--- src/rtl/usart_ctl_pkg.sv ---
package usart_ctl_pkg;
    localparam int unsigned BYTE_W = 8;

    // line-format word, packed high bit first so it casts from the host byte
    typedef struct packed {
        logic [1:0] stop;
        logic       par_even;
        logic       par_en;
        logic [1:0] len;
        logic [1:0] baud;
    } mode_t;

    // command bits that persist as levels (error-reset and internal reset act once)
    typedef struct packed {
        logic rts;
        logic brk;
        logic rx_en;
        logic dtr;
        logic tx_en;
    } cmd_t;

    localparam int unsigned C_TXEN = 0;
    localparam int unsigned C_DTR  = 1;
    localparam int unsigned C_RXEN = 2;
    localparam int unsigned C_BRK  = 3;
    localparam int unsigned C_ERST = 4;
    localparam int unsigned C_RTS  = 5;
    localparam int unsigned C_SRST = 6;

    typedef struct packed {
        logic               txrdy;
        logic               rxrdy;
        logic               txempty;
        logic               pe;
        logic               oe;
        logic               fe;
        logic [BYTE_W-1:0]  rxbuf;
    } flags_t;
endpackage

--- src/rtl/usart_ctl_seq.sv ---
module usart_ctl_seq
    import usart_ctl_pkg::*;
(
    input  logic              clk,
    input  logic              rst_n,
    input  logic              ctl_wr,
    input  logic [BYTE_W-1:0] wdata,
    output mode_t             mode_o,
    output cmd_t              cmd_o,
    output logic              cmd_phase,
    output logic              err_clr,
    output logic              soft_rst
);
    typedef struct packed {
        mode_t mode;
        cmd_t  cmd;
        logic  phase;
    } seq_t;

    seq_t d, q;

    always_comb begin
        d        = q;
        err_clr  = 1'b0;
        soft_rst = 1'b0;
        if (ctl_wr) begin
            if (!q.phase) begin
                d.mode  = mode_t'(wdata);
                d.phase = 1'b1;
            end else if (wdata[C_SRST]) begin
                soft_rst = 1'b1;
                d        = '0;
            end else begin
                d.cmd.tx_en = wdata[C_TXEN];
                d.cmd.dtr   = wdata[C_DTR];
                d.cmd.rx_en = wdata[C_RXEN];
                d.cmd.brk   = wdata[C_BRK];
                d.cmd.rts   = wdata[C_RTS];
                err_clr     = wdata[C_ERST];
            end
        end
    end

    always_ff @(posedge clk or negedge rst_n) begin
        if (!rst_n) q <= '0;
        else        q <= d;
    end

    assign mode_o    = q.mode;
    assign cmd_o     = q.cmd;
    assign cmd_phase = q.phase;

    AST_MODE_THEN_CMD: assert property (@(posedge clk) disable iff (!rst_n)
        ctl_wr && !q.phase |=> q.phase && (q.mode == mode_t'($past(wdata))));
    AST_SOFT_RESET: assert property (@(posedge clk) disable iff (!rst_n)
        ctl_wr && q.phase && wdata[C_SRST] |=> !q.phase && (q.mode == '0) && (q.cmd == '0));
endmodule

--- src/rtl/usart_ctl_stat.sv ---
module usart_ctl_stat
    import usart_ctl_pkg::*;
(
    input  logic              clk,
    input  logic              rst_n,
    input  logic              soft_rst,
    input  logic              err_clr,
    input  logic              data_rd,
    input  logic              data_wr,
    input  logic              rx_valid,
    input  logic [BYTE_W-1:0] rx_char,
    input  logic              pe_set,
    input  logic              fe_set,
    input  logic              tx_took,
    input  logic              tx_drained,
    output flags_t            flags
);
    localparam flags_t FLAGS_RST = '{txrdy: 1'b1, rxrdy: 1'b0, txempty: 1'b1,
                                     pe: 1'b0, oe: 1'b0, fe: 1'b0, rxbuf: '0};

    flags_t d, q;

    always_comb begin
        d = q;
        if (tx_took)    d.txrdy   = 1'b1;
        if (tx_drained) d.txempty = 1'b1;
        if (data_wr) begin
            d.txrdy   = 1'b0;
            d.txempty = 1'b0;
        end
        if (data_rd) d.rxrdy = 1'b0;
        if (rx_valid) begin
            d.rxbuf = rx_char;
            d.rxrdy = 1'b1;
            if (q.rxrdy && !data_rd) d.oe = 1'b1;
        end
        if (pe_set) d.pe = 1'b1;
        if (fe_set) d.fe = 1'b1;
        if (err_clr) begin
            d.pe = 1'b0;
            d.oe = 1'b0;
            d.fe = 1'b0;
        end
        if (soft_rst) d = FLAGS_RST;
    end

    always_ff @(posedge clk or negedge rst_n) begin
        if (!rst_n) q <= FLAGS_RST;
        else        q <= d;
    end

    assign flags = q;

    AST_RX_TAKEN: assert property (@(posedge clk) disable iff (!rst_n)
        data_rd && !rx_valid |=> !q.rxrdy);
    AST_OVERRUN: assert property (@(posedge clk) disable iff (!rst_n)
        rx_valid && q.rxrdy && !data_rd && !soft_rst && !err_clr |=> q.oe);
    AST_ERR_CLEAR: assert property (@(posedge clk) disable iff (!rst_n)
        err_clr |=> !q.pe && !q.oe && !q.fe);
    AST_TX_HANDOFF: assert property (@(posedge clk) disable iff (!rst_n)
        data_wr |=> !q.txrdy && !q.txempty);
endmodule

--- src/rtl/usart_ctl.sv ---
module usart_ctl
    import usart_ctl_pkg::*;
(
    input  logic              clk,
    input  logic              rst_n,
    input  logic              cs,
    input  logic              addr,
    input  logic              rd,
    input  logic              wr,
    input  logic [BYTE_W-1:0] wdata,
    output logic [BYTE_W-1:0] rdata,
    input  logic              rx_valid,
    input  logic [BYTE_W-1:0] rx_char,
    input  logic              rx_par_err,
    input  logic              rx_frm_err,
    input  logic              tx_took,
    input  logic              tx_drained,
    input  logic              dsr_n,
    output logic              tx_load,
    output logic [BYTE_W-1:0] tx_data,
    output logic              tx_en,
    output logic              rx_en,
    output logic              brk,
    output logic              dtr_n,
    output logic              rts_n,
    output logic [1:0]        baud_sel,
    output logic [1:0]        char_len,
    output logic              par_en,
    output logic              par_even,
    output logic [1:0]        stop_sel,
    output logic              bad_mode
);
    logic   ctl_wr, data_wr, data_rd;
    logic   cmd_phase, err_clr, soft_rst, mode_ok;
    mode_t  mode;
    cmd_t   cmd;
    flags_t flags;
    logic [BYTE_W-1:0] status;

    assign ctl_wr  = cs && wr &&  addr;
    assign data_wr = cs && wr && !addr;
    assign data_rd = cs && rd && !addr;

    usart_ctl_seq u_seq (
        .clk(clk), .rst_n(rst_n), .ctl_wr(ctl_wr), .wdata(wdata),
        .mode_o(mode), .cmd_o(cmd), .cmd_phase(cmd_phase),
        .err_clr(err_clr), .soft_rst(soft_rst)
    );

    usart_ctl_stat u_stat (
        .clk(clk), .rst_n(rst_n), .soft_rst(soft_rst), .err_clr(err_clr),
        .data_rd(data_rd), .data_wr(data_wr), .rx_valid(rx_valid),
        .rx_char(rx_char), .pe_set(rx_par_err), .fe_set(rx_frm_err),
        .tx_took(tx_took), .tx_drained(tx_drained), .flags(flags)
    );

    assign mode_ok  = cmd_phase && (mode.baud != 2'b00);
    assign bad_mode = cmd_phase && (mode.baud == 2'b00);

    assign status = {~dsr_n, 1'b0, flags.fe, flags.oe, flags.pe,
                     flags.txempty, flags.rxrdy, flags.txrdy};

    always_comb begin
        rdata = '0;
        if (cs && rd) rdata = addr ? status : flags.rxbuf;
    end

    assign tx_load  = data_wr;
    assign tx_data  = data_wr ? wdata : '0;
    assign tx_en    = cmd.tx_en && mode_ok;
    assign rx_en    = cmd.rx_en && mode_ok;
    assign brk      = cmd.brk;
    assign dtr_n    = ~cmd.dtr;
    assign rts_n    = ~cmd.rts;
    assign baud_sel = mode.baud;
    assign char_len = mode.len;
    assign par_en   = mode.par_en;
    assign par_even = mode.par_even;
    assign stop_sel = mode.stop;

    AST_BAD_MODE_IDLE: assert property (@(posedge clk) disable iff (!rst_n)
        bad_mode |-> !tx_en && !rx_en);
endmodule

--- config.mk ---
export PLATFORM = sky130hd
export DESIGN_NAME = usart_ctl
export DESIGN_NICKNAME = d
export VERILOG_FILES = /design/src/rtl/usart_ctl_pkg.sv /design/src/rtl/usart_ctl_seq.sv /design/src/rtl/usart_ctl_stat.sv /design/src/rtl/usart_ctl.sv
export SDC_FILE = /design/constraint.sdc
export NUM_CORES = 1
export LEC_CHECK = 0
export CORE_MARGIN = 2
export CORE_UTILIZATION = 27
export DETAILED_ROUTE_END_ITERATION = 16
export DONT_BUFFER_PORTS = 1
export PLACE_DENSITY = 0.43
export SETUP_SLACK_MARGIN = 0.3
export SKIP_CTS_REPAIR_TIMING = 1
export SYNTH_ARGS = -nofsm -noshare
export SYNTH_HDL_FRONTEND = slang
export SYNTH_SLANG_ARGS = --single-unit
--- constraint.sdc ---
create_clock -name clk -period 2.05 [get_ports clk]
set_clock_uncertainty 0.2 [all_clocks]
set_input_delay 0.205 -clock clk [delete_from_list [all_inputs] [get_ports clk]]
set_output_delay 0.205 -clock clk [all_outputs]
set_load 0.05 [all_outputs]
==> run summary, run 1 <==
Die Y: 74.1 um
Die Wd: 74.1 um
Yosys warning total: 0
Clock Path Buffers: 2
final hold vios: 2
Mean Syn Cell Area: 10.1 um^2
# IOs: 59
Setup crit end kind: output port
max-cap viol count: 0
antenna diode count: 0
maximum vdd ir drop: 407 uV
worst-skew pair later-pin latency: 0.27 ns
Pre-Repair DR Iteration Count: 3
final setup fails: 0
CP top delay family: simple AND/OR/NAND/NOR gates
commonest non-fill, non-tap cells in the layout: nor2_1, dfrtp_1, dlygate4sd3_1
Synth Cell Area: 1330 um^2
outcome: finished with violations
Design Area, Final: 1960 um^2
clock slew seen by the registers of the worst setup and hold paths: 0.09 ns
placer congestion estimate: 0.679
largest net degree at the start of global routing: 29
CP Max Fanout: 3
Final #Nets: 206
HPWL Detailed: 2520 um
most common cell after layout, fill and taps aside: nor2_1
CP startpoint kind: flip-flop
RSZ-0062 raised after global routing: no
class of the most critical hold timing path: in -> reg
CP required: 1.64 ns
crit path time final: 1.71 ns
synthesized flop and latch total: 28
worst rel slew slack: 63.7%
effective utilization at floorplan: 28.1%
antenna-violating nets left: 0
Fmax: 585 MHz
Critical Path, Cell by Cell: or2_4 > and3_1 > buf_4
syn_nets: 160
DR iter-0 viols: 43
CP max stage cell: dfrtp_1
Arr. time, crit path: 1.30 ns
max incr delay on CP: 0.39 ns
CTS tree: done
# port buffers: 0
Hold Slack: -0.0150 ns
Compound-Gate Fraction of Synth Area: 9.43%
PD cells: 763 nW/um^2
vias in the first global route: 1,061
CTS H-tree depth: 1
first-pass GRT wire length: 5380 um
via count: 1,116
dpl cell area: 1640 um^2
Num Clock Sinks: 28
leak pwr: 0.903 nW
P&R area growth vs syn: 47.6%
failing checks: negative hold slack
All-Layer GR Usage: 12.9%
cts bufs inserted: 3
total core area: 4720 um^2
DR DRC count: 0
XOR/XNOR share of the synthesized area: 0%
fillers: 466
critical path class: reg -> out
Routed WL per cell: 15.1 um
post-synthesis adder-cell area fraction: 0%
Post-Synth Simple-Gate Area: 21.5%
Worst Max-Slew Pin Slew: 0.543 ns
GRT overflow: 0
post-synthesis sequential area ratio: 53.0%
Final Cycle Share: 83.3%
layout cell share with drive strength beyond 1: 19.8%
CTS root buf: clkbuf_8
setup TNS: 0 ns
Cells after Synth: 132
final slew viol count: 0
WP buf/inv: 1
mux contribution to synthesized area: 11.3%
die area: 5490 um^2
Detailed Route WL: 3680 um
cell row count: 25
initial antenna violation count: 0
largest family of logic cells by synthesized area: simple AND/OR/NAND/NOR gates
Unique masters post-synth: 25
vias per std cell: 4.57
[logic make-up after synthesis]
kind of cell	after synthesis
AO/OA/AOI/OAI	18
multiplexers	15
flip-flops	28
AND/OR/NAND/NOR	59
buffers and inverters	12
[where the power goes]
part           switching [W]  internal [W]  leakage (nW)
Clock               0.000171      0.000139        0.0228
Combinational       0.000256      0.000160         0.543
Sequential          0.000138      0.000631         0.337
Total               0.000566      0.000930         0.903
[sequential cells by signal (all words and copies together) (netlist names)]
| register | flops |
|---|---|
| u_seq.cmd_o | 5 |
| u_seq.cmd_phase | 1 |
| u_seq.mode_o | 8 |
| u_stat.flags | 14 |
[final cells by class]
cell class	instances	area (um^2)	share of cell area, %
sequential	28	703	35.9
inverter	5	18.8	0.958
clock buffer	4	45.0	2.30
timing repair buffer	48	536	27.3
multi-input combinational	92	573	29.2
tap	67	83.8	4.28
[worst reg2reg max path, stage by stage, from the launching register on]
cell and delay, ns:
dfrtp_1 0.46, inv_1 0.14, o21ai_2 0.38, a22o_1 0.20
[synth_stat cells (all sizes together)]
cell / number / area (um^2)
and3: 4 / 31.3
and2: 9 / 58.8
dfstp: 2 / 52.6
nand2: 7 / 26.3
nand3b: 1 / 7.51
clkbuf: 1 / 3.75
nand4: 1 / 6.26
nor2: 30 / 113
a31oi: 1 / 6.26
inv: 5 / 18.8
dfrtp: 26 / 651
nand3: 1 / 5.00
mux2i: 15 / 150
a21oi: 3 / 15.0
o21ai: 6 / 33.8
nand2b: 5 / 31.3
or2: 1 / 6.26
a22o: 8 / 70.1
buf: 6 / 41.3
[through the flow]
step | setup WS [ns] | hold slack, ns | power [W] | utilization (%) | std cells
6_report | 0.342 | -0.0150 | 0.00150 | 41.5 | 244
5_1_grt | 0.298 | 0.00217 | 0.00158 | 41.5 | 244
4_1_cts | 0.263 | -0.593 | 0.00145 | 35.7 | 218
3_5_place_dp | 0.570 | -0.290 | 0.00113 | 34.8 | 214
3_3_place_gp | 0.582 | -0.290 | 0.00113 | 34.8 | 214
2_1_floorplan | 0.329 | -0.291 | 0.00105 | - | 132
[final timing paths]
| kind | start | to | slack (ns) | cells after the start |
|---|---|---|---|---|
| worst max-delay path | u_seq.mode_o[1] | rx_en | 0.34 | 3 |
| worst min-delay path | addr | u_stat.flags[11] | -0.02 | 2 |
| min in group asynchronous | rst_n | u_stat.flags[0] | 0.16 | 2 |
| worst min register to register | u_seq.cmd_o[2] | u_seq.cmd_o[2] | 0.29 | 2 |
| worst max register to register | u_seq.cmd_phase | u_seq.mode_o[5] | 0.62 | 3 |
| max in group asynchronous | rst_n | u_stat.flags[13] | 1.26 | 2 |
[layer usage]
metal  part of all wire (%)  vias up  track usage, %
li1                       -      528               -
met5                      0        -               0
met2                     50       41            21.4
met4                   0.52        0            3.03
met1                     43      545            15.9
met3                    7.1        2            4.88
(Power assumes the default switching activity.)
==> run 2: changes to the inputs <==
- ABC_AREA: unset -> 1
- PLACE_DENSITY: 0.43 -> 0.45
- clock period: 2.05 -> 1.5 ns (I/O delays scaled with it)
==> run 2 against run 1 <==
Compared with the run above:
- first-iteration DRC count grew 9.3%
- total power grew 77%
- utilization grew 11 points
- non-clock buffer count grew 26
- sequential share of layout area shrank 7.7 points
- critical path type unchanged
- the run ends with negative hold slack, negative setup slack left
- worst setup slack lost 0.36 ns
- largest cell class is now multi-input combinational cells
- clock-buffer cell count is the same
- highest routed layer unchanged
==> run summary, run 2 <==
reg2reg path depth: 5 (was 3)
Arr. time, crit path: 1.17 ns (was 1.30 ns)
# port buffers: 0 (unchanged)
Reg2Reg Setup Slack: 0.11 ns (was 0.62 ns)
Die Wd: 74.8 um (was 74.1 um)
cts bufs inserted: 3 (unchanged)
Mean Syn Cell Area: 8.01 um^2 (was 10.1 um^2)
# IOs: 59 (unchanged)
via count: 1,417 (was 1,116)
mux contribution to synthesized area: 0% (was 11.3%)
CP startpoint kind: flip-flop (unchanged)
antenna-violating nets left: 0 (unchanged)
syn_nets: 197 (was 160)
dpl cell area: 1790 um^2 (was 1640 um^2)
CP max stage cell: dfstp_2 (was dfrtp_1)
Fmax: 657 MHz
DR iter-0 viols: 47 (was 43)
CTS root buf: clkbuf_8 (unchanged)
total core area: 4790 um^2 (was 4720 um^2)
first-pass GRT wire length: 5780 um (was 5380 um)
vias per std cell: 4.56 (was 4.57)
Reg-to-Reg Start: u_seq.cmd_phase (unchanged)
layout cell share with drive strength beyond 1: 47.5% (was 19.8%)
RSZ-0062 raised after global routing: yes (was no)
flip-flop count of the largest register, all copies and words added: 14 (unchanged)
CP top delay family: flip-flops (was simple AND/OR/NAND/NOR gates)
Critical Path, Cell by Cell: nand2_2 > a21oi_4 > buf_12 (was or2_4 > and3_1 > buf_4)
effective utilization at floorplan: 28.3% (was 28.1%)
final hold vios: 14 (was 2)
CTS H-tree depth: 1 (unchanged)
Routed WL per cell: 14.4 um (was 15.1 um)
Pre-Repair DR Iteration Count: 4 (was 3)
Critical Path Start: u_stat.flags[11] (was u_seq.mode_o[1])
top_reg_cell synth: dfrtp_1 (unchanged)
HPWL Detailed: 2760 um (was 2520 um)
largest family of logic cells by synthesized area: simple AND/OR/NAND/NOR gates (unchanged)
count leader, synth: nand2_1 (was nor2_1)
Placed Cells: 261 (was 214)
cell row count: 25 (unchanged)
placer congestion estimate: 0.809 (was 0.679)
final slew viol count: 0 (unchanged)
critical path class: reg -> out (unchanged)
cells taking the most area after synthesis: dfrtp_1, nand2_1, nor2_1 (was dfrtp_1, mux2i_1, nor2_1)
CTS tree: done (unchanged)
outcome: finished with violations (unchanged)
Setup crit end kind: output port (unchanged)
Yosys warning total: 0 (unchanged)
DR DRC count: 0 (unchanged)
most common cell after layout, fill and taps aside: nand2_1 (was nor2_1)
class of the most critical hold timing path: in -> reg (unchanged)
All-Layer GR Usage: 13.7% (was 12.9%)
area fraction of the dominant cell type after synthesis: 48.1% (was 49.0%)
vias in the first global route: 1,155 (was 1,061)
worst-skew pair later-pin latency: 0.28 ns (was 0.27 ns)
clock slew seen by the registers of the worst setup and hold paths: 0.09 ns (about the same)
GRT overflow: 0 (unchanged)
post-synthesis sequential area ratio: 51.9% (was 53.0%)
commonest non-fill, non-tap cells in the layout: nand2_1, dlygate4sd3_1, dfrtp_1 (was nor2_1, dfrtp_1, dlygate4sd3_1)
Worst Max-Slew Pin Slew: 0.384 ns (was 0.543 ns)
synthesized flop and latch total: 28 (unchanged)
Synth Cell Area: 1350 um^2 (was 1330 um^2)
Num Clock Sinks: 28 (unchanged)
worst rel slew slack: 74.3% (was 63.7%)
largest net degree at the start of global routing: 29 (unchanged)
Compound-Gate Fraction of Synth Area: 13.9% (was 9.43%)
Tot Pwr: 0.00265 W (was 0.00150 W)
PD cells: 1050 nW/um^2 (was 763 nW/um^2)
WP buf/inv: 1 (unchanged)
worst slack, placed: 0.155 ns (was 0.570 ns)
post-synthesis adder-cell area fraction: 0% (unchanged)
Post-Synth Simple-Gate Area: 25.8% (was 21.5%)
Final #Nets: 273 (was 206)
Critical path destination: rdata[2] (was rx_en)
cell accounting for the most synthesized area: dfrtp_1 (unchanged)
final setup fails: 4 (was 0)
initial antenna violation count: 0 (unchanged)
Post-synth EDFFs: 0 (unchanged)
leak pwr: 1.10 nW (was 0.903 nW)
maximum vdd ir drop: 603 uV (was 407 uV)
Non-Filler Instances: 311 (was 244)
commonest cells in the netlist: nand2_1, dfrtp_1, nor2_1, inv_1, a21oi_1 (was nor2_1, dfrtp_1, mux2i_1, a22o_1, and2_1)
asr flop ratio synth: 100% (unchanged)
P&R area growth vs syn: 85.5% (was 47.6%)
Hold Slack: -0.187 ns (was -0.0150 ns)
Reg-to-Reg End: u_seq.cmd_o[4] (was u_seq.mode_o[5])
max-cap viol count: 0 (unchanged)
final worst slack: -0.0223 ns (was 0.342 ns)
max incr delay on CP: 0.55 ns (was 0.39 ns)
Detailed Route WL: 4490 um (was 3680 um)
Cells after Synth: 169 (was 132)
Design Area, Final: 2510 um^2 (was 1960 um^2)
Crit path depth: 3 (unchanged)
Final Cycle Share: 101%
CP Max Fanout: 2 (was 3)
die area: 5600 um^2 (was 5490 um^2)
failing checks: negative hold slack, negative setup slack (was negative hold slack)
crit path time final: 1.52 ns
antenna diode count: 0 (unchanged)
Unique masters post-synth: 22 (was 25)
CP required: 1.15 ns (was 1.64 ns)
Die Y: 74.8 um (was 74.1 um)
Clock Path Buffers: 2 (unchanged)
XOR/XNOR share of the synthesized area: 0% (unchanged)
-- run 2: cell count changes after synthesis, sizes merged, moves of 3 or more --
cell,previous run,this run
and2,9,0
o21ai,6,13
nand2b,5,0
inv,5,22
nand3,1,4
nor2,30,24
a21oi,3,17
nand2,7,48
mux2i,15,0
and3,4,0
a22o,8,0
-- run 2: worst register-to-register path, delay by kind of cell, from the launching register on --
| kind | cells | cell delay [ns] |
|---|---|---|
| buf+inv | 2 | 0.36 |
| flops | 1 | 0.40 |
| simple gates | 2 | 0.27 |
| compound gates | 1 | 0.05 |
-- run 2: kinds of logic after synthesis --
family,Yosys count
AO/OA/AOI/OAI,32
buffers and inverters,27
flip-flops,28
AND/OR/NAND/NOR,82
-- run 2: worst min path at each step --
| stage | startpoint | to | slack [ns] | depth (start not counted) |
|---|---|---|---|---|
| finish | rx_valid | u_stat.flags[4] | -0.19 | 2 |
| global route | rx_valid | u_stat.flags[0] | -0.19 | 2 |
| CTS | rst_n | u_seq.cmd_phase | -0.65 | 0 |
| detailed placement | rst_n | u_stat.flags[7] | -0.34 | 0 |
| global placement | rst_n | u_stat.flags[6] | -0.34 | 0 |
| floorplan | rst_n | u_seq.cmd_o[0] | -0.35 | 0 |
-- run 2: area by class of cell --
type / count / area [um^2]
Multi-Input combinational cell: 115 / 795
Clock buffer: 4 / 45.0
Sequential cell: 28 / 707
Tap cell: 67 / 83.8
Fill cell: 472 / 2270
Inverter: 23 / 97.6
Timing Repair Buffer: 74 / 783
-- run 2: metrics by stage --
step                hold slack [ns]  utilization [%]  setup TNS [ns]
finish                       -0.187             52.5         -0.0587
CTS                          -0.653             38.4          -0.431
global placement             -0.345             37.5               0
detailed placement           -0.345             37.5               0
global route                 -0.190             52.5          -0.302
floorplan                    -0.346                -         -0.0408
-- run 2: power by group --
| part | switching (W) | internal (W) | leakage, nW |
|---|---|---|---|
| clock | 0.000243 | 0.000191 | 0.0228 |
| sequential | 0.000114 | 0.000879 | 0.335 |
| combinational | 0.000694 | 0.000527 | 0.738 |
-- run 2: metal layers --
| layer | track usage [%] | wire (um) | part of all wire [%] |
|---|---|---|---|
| met4 | 5.36 | 63 | 1.4 |
| met2 | 21.4 | 2360 | 53 |
| met1 | 18.8 | 1880 | 42 |
| met5 | 0 | 0 | 0 |
| met3 | 2.68 | 189 | 4.2 |
==> run 3: changes to the inputs <==
- RECOVER_POWER: unset -> 100
==> run 3 against run 2 <==
Compared with the run above:
- the flow still finishes with violations (negative hold slack, negative setup slack)
- sequential cell count unchanged
- worst setup slack better by 0.0032 ns
- critical path depth did not move
- via count up 0.35%
- sequential share of layout area rose by 1.9 points
- die area did not move
- final cell count is the same
- clock power down 1%
- total power fell by 4.8%
==> run summary, run 3 (same netlist as run 2, synthesis figures left out) <==
largest net degree at the start of global routing: 29 (unchanged)
P&R area growth vs syn: 73.7% (was 85.5%)
flip-flop count of the largest register, all copies and words added: 14 (unchanged)
HPWL Detailed: 2760 um (unchanged)
leak pwr: 1.05 nW (was 1.10 nW)
commonest non-fill, non-tap cells in the layout: nand2_1, dlygate4sd3_1, dfrtp_1 (unchanged)
max-cap viol count: 0 (unchanged)
DR iter-0 viols: 38 (was 47)
CP startpoint kind: flip-flop (unchanged)
dpl cell area: 1790 um^2 (unchanged)
PD cells: 1070 nW/um^2 (was 1050 nW/um^2)
Num Clock Sinks: 28 (unchanged)
area occupied by multi-input gates: 748 um^2 (was 795 um^2)
# port buffers: 0 (unchanged)
cell row count: 25 (unchanged)
worst slack, placed: 0.155 ns (unchanged)
failing checks: negative hold slack, negative setup slack (unchanged)
layout cell share with drive strength beyond 1: 45.5% (was 47.5%)
outcome: finished with violations (unchanged)
effective utilization at floorplan: 28.3% (unchanged)
DR DRC count: 0 (unchanged)
antenna diode count: 0 (unchanged)
Die Y: 74.8 um (unchanged)
CTS H-tree depth: 1 (unchanged)
# IOs: 59 (unchanged)
die area: 5600 um^2 (unchanged)
most common cell after layout, fill and taps aside: nand2_1 (unchanged)
Pre-Repair DR Iteration Count: 4 (unchanged)
GRT overflow: 0 (unchanged)
CTS tree: done (unchanged)
final hold vios: 11 (was 14)
crit path time final: 1.52 ns (about the same)
RSZ-0062 raised after global routing: yes (unchanged)
Clock Path Buffers: 2 (unchanged)
CP Max Fanout: 2 (unchanged)
fillers: 501 (was 472)
Die Wd: 74.8 um (unchanged)
worst rel slew slack: 51.8% (was 74.3%)
Worst Max-Slew Pin Slew: 0.723 ns (was 0.384 ns)
CP required: 1.15 ns (about the same)
CTS root buf: clkbuf_8 (unchanged)
vias per std cell: 4.57 (was 4.56)
via count: 1,422 (was 1,417)
final setup fails: 5 (was 4)
Detailed Route WL: 4470 um (was 4490 um)
first-pass GRT wire length: 5780 um (unchanged)
Final Cycle Share: 101% (about the same)
FF/Latch Area: 707 um^2 (unchanged)
Setup crit end kind: output port (unchanged)
total core area: 4790 um^2 (unchanged)
class of the most critical hold timing path: in -> reg (unchanged)
final worst slack: -0.0191 ns (was -0.0223 ns)
Routed WL per cell: 14.4 um (about the same)
Design Area, Final: 2350 um^2 (was 2510 um^2)
Final #Nets: 273 (unchanged)
critical path class: reg -> out (unchanged)
cts bufs inserted: 3 (unchanged)
clock slew seen by the registers of the worst setup and hold paths: 0.09 ns (about the same)
final slew viol count: 0 (unchanged)
Fmax: 658 MHz (was 657 MHz)
placer congestion estimate: 0.809 (unchanged)
All-Layer GR Usage: 13.7% (unchanged)
Hold Slack: -0.184 ns (was -0.187 ns)
antenna-violating nets left: 0 (unchanged)
vias in the first global route: 1,155 (unchanged)
worst-skew pair later-pin latency: 0.28 ns (about the same)
maximum vdd ir drop: 586 uV (was 603 uV)
initial antenna violation count: 0 (unchanged)
Arr. time, crit path: 1.17 ns (about the same)
-- run 3: through the flow --
step / cells / TNS (ns) / utilization [%] / power, W / hold slack [ns]
after floorplan: 169 / -0.0408 / - / 0.00160 / -0.346
after global placement: 261 / 0 / 37.5 / 0.00185 / -0.345
after detailed placement: 261 / 0 / 37.5 / 0.00186 / -0.345
after CTS: 265 / -0.431 / 38.4 / 0.00229 / -0.653
after global routing: 311 / -0.474 / 49.1 / 0.00264 / -0.189
final: 311 / -0.0528 / 49.1 / 0.00252 / -0.184
-- run 3: worst max-delay path, stage by stage, from the launching register on --
cell,delay [ns]
dfstp_2,0.55
nand2_2,0.06
a21oi_4,0.14
buf_12,0.15
-- run 3: cell type report --
type	count	area share [%]
clock buffers	4	1.92
inverters	23	4.15
multi-input cells	115	31.8
flip-flops and latches	28	30.1
well taps	67	3.57
repair buffers	74	28.5
-- run 3: final timing paths --
| kind | from | to | slack (ns) | cells past startpoint |
|---|---|---|---|---|
| worst max-delay path | u_stat.flags[11] | rdata[2] | -0.02 | 3 |
| worst min-delay path | rx_valid | u_stat.flags[4] | -0.18 | 2 |
| worst max register to register | u_seq.cmd_phase | u_stat.flags[11] | -0.01 | 7 |
| worst min register to register | u_seq.cmd_o[2] | u_seq.cmd_o[2] | 0.32 | 2 |
| max in group asynchronous | rst_n | u_seq.mode_o[0] | 0.35 | 2 |
| min in group asynchronous | rst_n | u_stat.flags[6] | 0.25 | 2 |
-- run 3: per-layer routing --
layer | track usage, % | up-vias | share of wire (%)
met1 | 18.8 | 702 | 42
li1 | - | 684 | -
met3 | 2.68 | 7 | 3.6
met5 | 0 | - | 0
met2 | 21.4 | 29 | 53
met4 | 5.36 | 0 | 1.6
-- run 3: power breakdown --
part	switching (W)	internal, W	leakage [nW]
combinational	0.000680	0.000432	0.691
sequential	0.000101	0.000879	0.335
clock	0.000237	0.000191	0.0228
total	0.00102	0.00150	1.05
